[src/rtl/ser_readout.sv]
module ser_readout #(
  parameter int WIDTH       = 16,
  parameter int CONV_CYCLES = 40
) (
  input  logic             clk,
  input  logic             rst_n,
  input  logic             cnv_start,
  input  logic             mode_overlap,
  input  logic             cs_n,
  input  logic             rd_n,
  input  logic             sclk,
  input  logic             chain_in,
  input  logic [WIDTH-1:0] result_in,
  output logic             sdout,
  output logic             busy,
  output logic             rd_err
);
  localparam int CW = $clog2(CONV_CYCLES + 1);
  localparam int BW = $clog2(WIDTH + 1);

  logic             sclk_q;
  logic             chain_q;
  logic [CW-1:0]    conv_cnt;
  logic [WIDTH-1:0] shreg;
  logic [BW-1:0]    bits;

  logic sclk_rise, sclk_fall, may_shift, conv_done, partial;
  assign sclk_rise = sclk & ~sclk_q;
  assign sclk_fall = ~sclk & sclk_q;
  assign may_shift = ~cs_n & ~rd_n & (mode_overlap | ~busy);
  assign conv_done = busy && (conv_cnt == '0);
  assign partial   = (bits != '0) && (bits < BW'(WIDTH));
  assign sdout     = shreg[WIDTH-1];

  always_ff @(posedge clk) begin
    if (!rst_n) begin
      sclk_q   <= 1'b0;
      chain_q  <= 1'b0;
      busy     <= 1'b0;
      conv_cnt <= '0;
      shreg    <= '0;
      bits     <= '0;
      rd_err   <= 1'b0;
    end else begin
      sclk_q <= sclk;
      rd_err <= 1'b0;
      if (sclk_rise) chain_q <= chain_in;

      if (busy) begin
        if (conv_cnt == '0) busy <= 1'b0;
        else                conv_cnt <= conv_cnt - 1'b1;
      end else if (cnv_start) begin
        busy     <= 1'b1;
        conv_cnt <= CW'(CONV_CYCLES - 1);
      end

      if (conv_done) begin
        shreg  <= result_in;
        bits   <= '0;
        rd_err <= mode_overlap & partial;
      end else if (cs_n) begin
        bits <= '0;
      end else if (may_shift && sclk_fall) begin
        shreg <= {shreg[WIDTH-2:0], chain_q & ~mode_overlap};
        if (bits != BW'(WIDTH)) bits <= bits + 1'b1;
      end
    end
  end
endmodule


[config.mk]
export PLATFORM = sky130hd
export DESIGN_NAME = ser_readout
export DESIGN_NICKNAME = d
export VERILOG_FILES = /design/src/rtl/ser_readout.sv
export SDC_FILE = /design/constraint.sdc
export NUM_CORES = 1
export LEC_CHECK = 0
export ABC_AREA = 0
export BUFFER_PORTS_ARGS = -buffer_cell sky130_fd_sc_hd__buf_2
export CAP_MARGIN = 10
export CORE_MARGIN = 2
export CORE_UTILIZATION = 58
export DETAILED_ROUTE_END_ITERATION = 10
export HOLD_SLACK_MARGIN = 0.08
export PLACE_DENSITY = 0.89
export SLEW_MARGIN = 20
export SYNTH_ARGS = -nofsm -noshare
export SYNTH_HDL_FRONTEND = slang
export SYNTH_SLANG_ARGS = --single-unit
export TNS_END_PERCENT = 10
[constraint.sdc]
create_clock -name clk -period 3.1 [get_ports clk]
set_input_delay 0.155 -clock clk [delete_from_list [all_inputs] [get_ports clk]]
set_output_delay 0.155 -clock clk [all_outputs]
set_load 0.005 [all_outputs]
After elaboration in Yosys (flattened, before gate mapping)
Cells that the tools add are included.
{ "classes": {"n_bitwise": 14, "n_reduce_logical": 12, "n_lt_le_gt_ge": 1, "n_eq_ne": 3, "n_addsub": 2, "n_mux": 9} }
{ "op_table": {"columns": ["operator", "count"], "rows": [
  ["$mux 16", 3],
  ["$mux 6", 3],
  ["$reduce_and 2->1", 4],
  ["$not 1->1", 7],
  ["$and 1x1->1", 6],
  ["$logic_not 6->1", 1],
  ["$sub 6x1->6 const B", 1],
  ["$add 5x1->5 const B", 1],
  ["$lt 5x5->1 const B", 1],
  ["$ne 5x5->1 const B", 1],
  ["$reduce_bool 5->1", 1],
  ["$reduce_bool 2->1", 2],
  ["$logic_and 1x1->1", 3],
  ["$mux 1", 3],
  ["$reduce_or 3->1", 1],
  ["$ne 2x1->1 const B", 1],
  ["$ne 2x2->1 const B", 1],
  ["$or 1x1->1", 1]
]} }
{ "totals": {"reg_bits": 31, "inputBits": 24} }

Logic depth before layout (Yosys ltp)
{ "logic_depth": {"ltp_word": 7, "ltp_mapped": 7} }

Worst setup path after synthesis
Ideal clock, no wire load.
{ "synth_path": {"kind": "reg-to-reg", "from": "register conv_cnt[0]", "to": "register shreg[15]", "setup_slack_ns": 1.553, "stages_incl_launch_ff": 8, "t_arrival_ns": 1.410, "setup_time_ns": 0.136, "cell_sequence": "dfxtp_1 inv_1 ha_1 nor3b_1 nand3_1 clkbuf_1 o21ai_0 a31oi_1"} }
{ "synth_via": {"elab_chain_len": 4, "word_cells_on_any_way": 6, "classes_between": "eq/ne (1); mux (1); reduce/logical (4)"} }
{ "synth_rtl": {"columns": ["item", "line", "text"], "rows": [
  ["start: declaration", "23", "logic [CW-1:0] conv_cnt;"],
  ["start signal: assignment", "51", "else conv_cnt <= conv_cnt - 1'b1;"],
  ["start signal: assignment", "54", "conv_cnt <= CW'(CONV_CYCLES - 1);"],
  ["$logic_not 6->1 *", "31", "assign conv_done = busy && (conv_cnt == '0);"],
  ["$logic_and 1x1->1 *", "31", null],
  ["$ne 2x1->1 (no line) / $reduce_bool 2->1 (equally long branches)", null, null],
  ["$reduce_and 2->1 (no line)", null, null],
  ["end signal: assignment", "58", "shreg <= result_in;"],
  ["end signal: assignment", "64", "shreg <= {shreg[WIDTH-2:0], chain_q & ~mode_overlap};"],
  ["end: declaration", "24", "logic [WIDTH-1:0] shreg;"]
]} }
Every way passes the cells marked *; elsewhere a longest branch is shown, timed or not.
A chain may end at the register's enable or synchronous reset.

Worst setup path after layout
{ "layout_path": {"from": "register conv_cnt[0]", "to": "register shreg[1]"} }
Same word-level chain as after synthesis.

==> parameters.txt <==
Parameter                              Value

Run status
  Outcome ... complete, no violations

Floorplan
  Count of standard-cell rows ... 18
  Die Ht ... around 54 um
  Die ar. ... between 0.002 and 0.003 mm2
  Core footprint ... 0.00243 mm2
  IO Pins ... 27
  DIE WIDTH ... roughly 54 um
  Starting density of the core ... about 60%

Placement
  Number of port buffers ... 26
  Hpwl dp ... between 2000 and 2500 um
  Routability Congestion ... between 0.8 and 0.9

Timing
  Worst Clk Skew ... 0.0129 ns
  Max Clock Freq ... 0.574 GHz
  Shortest period the worst path allows ... 1.74 ns
  Final setup violating endpoints ... 0
  Accumulated negative setup slack ... 0 ns
  Max-Slew Margin vs Limit ... between 60% and 70%
  Hold Worst Slack ... 0.0916 ns
  Setup repair after global routing missed its margin ... no
  Final critical-path share of the clock period ... between 50 and 60%
  Total count of max-transition violations in the final report ... 0
  Final Hold Viols ... 0
  Slew @ Worst Pin ... a little over 0.5 ns

Logic synthesis
  Count of yosys warnings during synthesis ... 0
  Synthesized instance count ... between 150 and 200
  Predominant post-synthesis flop cell ... dfxtp_1
  Cell area after technology mapping ... between 0.001 and 0.0015 mm2
  FFs w/ async S/R, synth ... 0%
  Number of synthesized register bits ... 31
  Number of enable-type register cells in the synthesized netlist ... 0
  Number of distinct standard cells referenced by the synthesized netlist ... 36
  Mapped Avg Cell Area ... roughly 8.1 um2
  Mapped Nets ... just over 200
  Proportion of synthesized chip area in sequential cells ... between 40 and 50%

GRT
  First-pass GRT wire length ... about 4800 um
  Global-route congestion overflow total ... 0
  GR Util All Layers ... between 20 and 25%
  Met2 global-route usage ... ~39%
  Number of global-route vias before repair ... around 1100
  Number of antenna violations at the first check in global routing ... 0
  Global routing usage on met3 ... around 5.3%
  Maximum number of pins on one net before global-route repair ... 36
  Layer with the highest usage ... met2
  GR Layer Usage met1 ... around a quarter

Routing
  Total DRC errors in the routed layout ... 0
  Drt via density ... approximately 5.7
  Number of vias in the routed layout ... 1345
  Number of DRC violations after detailed-routing iteration 0 ... 25
  Aggregate routed wire length ... between 3000 and 4000 um
  Iteration count of the initial detailed-routing pass ... 4
  Average wire length per cell after detail routing ... between 10 and 15 um
  Antenna Nets Post-Route ... 0

Critical path
  Series of cell instances along the critical path ... inv_1 > ha_1 > nor3b_1 > nand3_1 > buf_4 > o21ai_0 > a31oi_1
  Delay of the slowest cell on the worst path ... approximately 0.35 ns
  Peak fanout along the critical path ... 35
  Slowest stage cell, crit path ... dfxtp_1
  Flop-to-flop setup slack ... around 1.4 ns
  Startpoint kind of the worst setup timing path ... flip-flop
  Category of the critical setup timing path ... reg2reg
  Data arrival at the endpoint of the critical path ... 1.96 ns
  Critical path data required time ... 3.32 ns
  Nature of the critical path endpoint ... flip-flop

CTS
  Worst-case clock buffer depth ... 2
  CTS tree ... yes
  Clock transition time at the flip-flop clock pins of the worst setup and hold paths ... approximately 0.10 ns
  Skew-Pair Late Insertion Delay ... between 0.3 and 0.4 ns
  Num CTS Buffers ... 5
  Number of sinks driven by the clock tree ... 31
  Htree depth ... 2
  Buffers inserted during post-CTS setup optimization ... 0
  Cell chosen for the clock root ... clkbuf_4

Final layout
  Antenna diode count ... 0
  Layout net count ... between 200 and 250
  Layout overhead on the synthesized area ... 15.8%
  Share of layout cells above drive strength 1 ... 19.4%

Pwr
  Power density of the placed cells ... roughly 550 mW/mm2
  IR drop worst, VDD ... 0.000384 V
  Leak ... around 0.63 nW

Hold path
  Worst hold path type ... in2reg

Run
  Number of max-cap violations ... 0
synthesized netlist by cell type (2+ instances only):
cell       n  area [um2]
nand2_1   38         143
dfxtp_1   31         621
a31oi_1   16         100
o21ai_0   15        75.1
clkbuf_1   8        30.0
inv_1      8        30.0
nor2_1     8        30.0
nand3_1    5        25.0
nor2b_1    5        31.3
a21oi_1    4        20.0
ha_1       4        50.1
o21ai_1    4        20.0
nand4_1    3        18.8
nor3b_1    3        22.5
and2_1     2        12.5
mux2i_1    2        20.0
nand2b_1   2        12.5
nand4b_1   2        17.5
xnor2_1    2        17.5
metrics by stage:
step	std cells	setup slack, ns	power [W]	utilization (%)	area, um2
floorplan	179	1.55	0.000561	-	1460
CTS	236	1.35	0.000933	69.4	1690
global route	236	1.15	0.000977	69.4	1690
global placement	227	1.51	0.000595	65.4	1590
finish	236	1.36	0.000931	69.4	1690
detailed placement	227	1.38	0.000607	65.4	1590
cell type report:
| type | instances | area (um2) |
|---|---|---|
| inverter | 8 | 30.0 |
| multi-input combinational | 131 | 766 |
| fill | 199 | 744 |
| clock inverter | 2 | 35.0 |
| tap | 30 | 37.5 |
| timing repair buffer | 28 | 148 |
| sequential | 31 | 621 |
| clock buffer | 6 | 51.3 |
cells by family after synthesis:
family,Yosys count,synth area share [%]
AO/OA/AOI/OAI,47,19.7
multiplexers,2,1.37
XOR/XNOR,3,1.80
flip-flops,31,42.6
AND/OR/NAND/NOR,75,26.2
buffers and inverters,17,4.89
adder cells (fa/ha/maj),4,3.43
flip-flops by register name, indices dropped and copies added (netlist names):
| signal | count |
|---|---|
| bits | 5 |
| busy | 1 |
| chain_q | 1 |
| conv_cnt | 6 |
| rd_err | 1 |
| sclk_q | 1 |
| shreg | 16 |
cells in the final DEF, fill, tap and decap left out, types with 5 or more instances in the layout:
cell,Yosys,layout
nand2_1,38,38
dfxtp_1,31,31
buf_2,0,26
a31oi_1,16,16
o21ai_0,15,15
inv_1,8,8
nor2_1,8,8
nand3_1,5,5
nor2b_1,5,5
clkbuf_4,0,5
critical path: cells and delay by family (launching register included):
kind,cells,cell delay [ns]
AND/OR/NAND/NOR,2,0.42
AO/OA/AOI/OAI,2,0.31
flip-flops,1,0.35
adder cells (fa/ha/maj),1,0.19
buffers and inverters,2,0.36
routing by layer:
metal  share of wire (%)  vias up
met3                 3.5        8
met5                   0        -
met4                 2.0        0
li1                    -      684
met1                  44      634
met2                  51       19
path summary, 6_finish.rpt:
path	start	endpoint	cells after the start
hold reg to reg	shreg[12]	shreg[13]	2
setup / recovery	conv_cnt[0]	shreg[1]	7
hold / removal	sclk	sclk_q	2
setup reg to reg	conv_cnt[0]	shreg[1]	7
repair_timing:
action / in CTS / in global routing
gates resized for setup: 0 / 0
endpoints found under the hold margin: 1 / 0
hold buffers: 1 / 0
power by group:
group | switching [W] | internal [W]
Clock | 0.000140 | 0.000191
Sequential | 0.0000264 | 0.000433
Combinational | 0.0000803 | 0.0000605
Note: power is estimated with default switching activity, not from simulation.
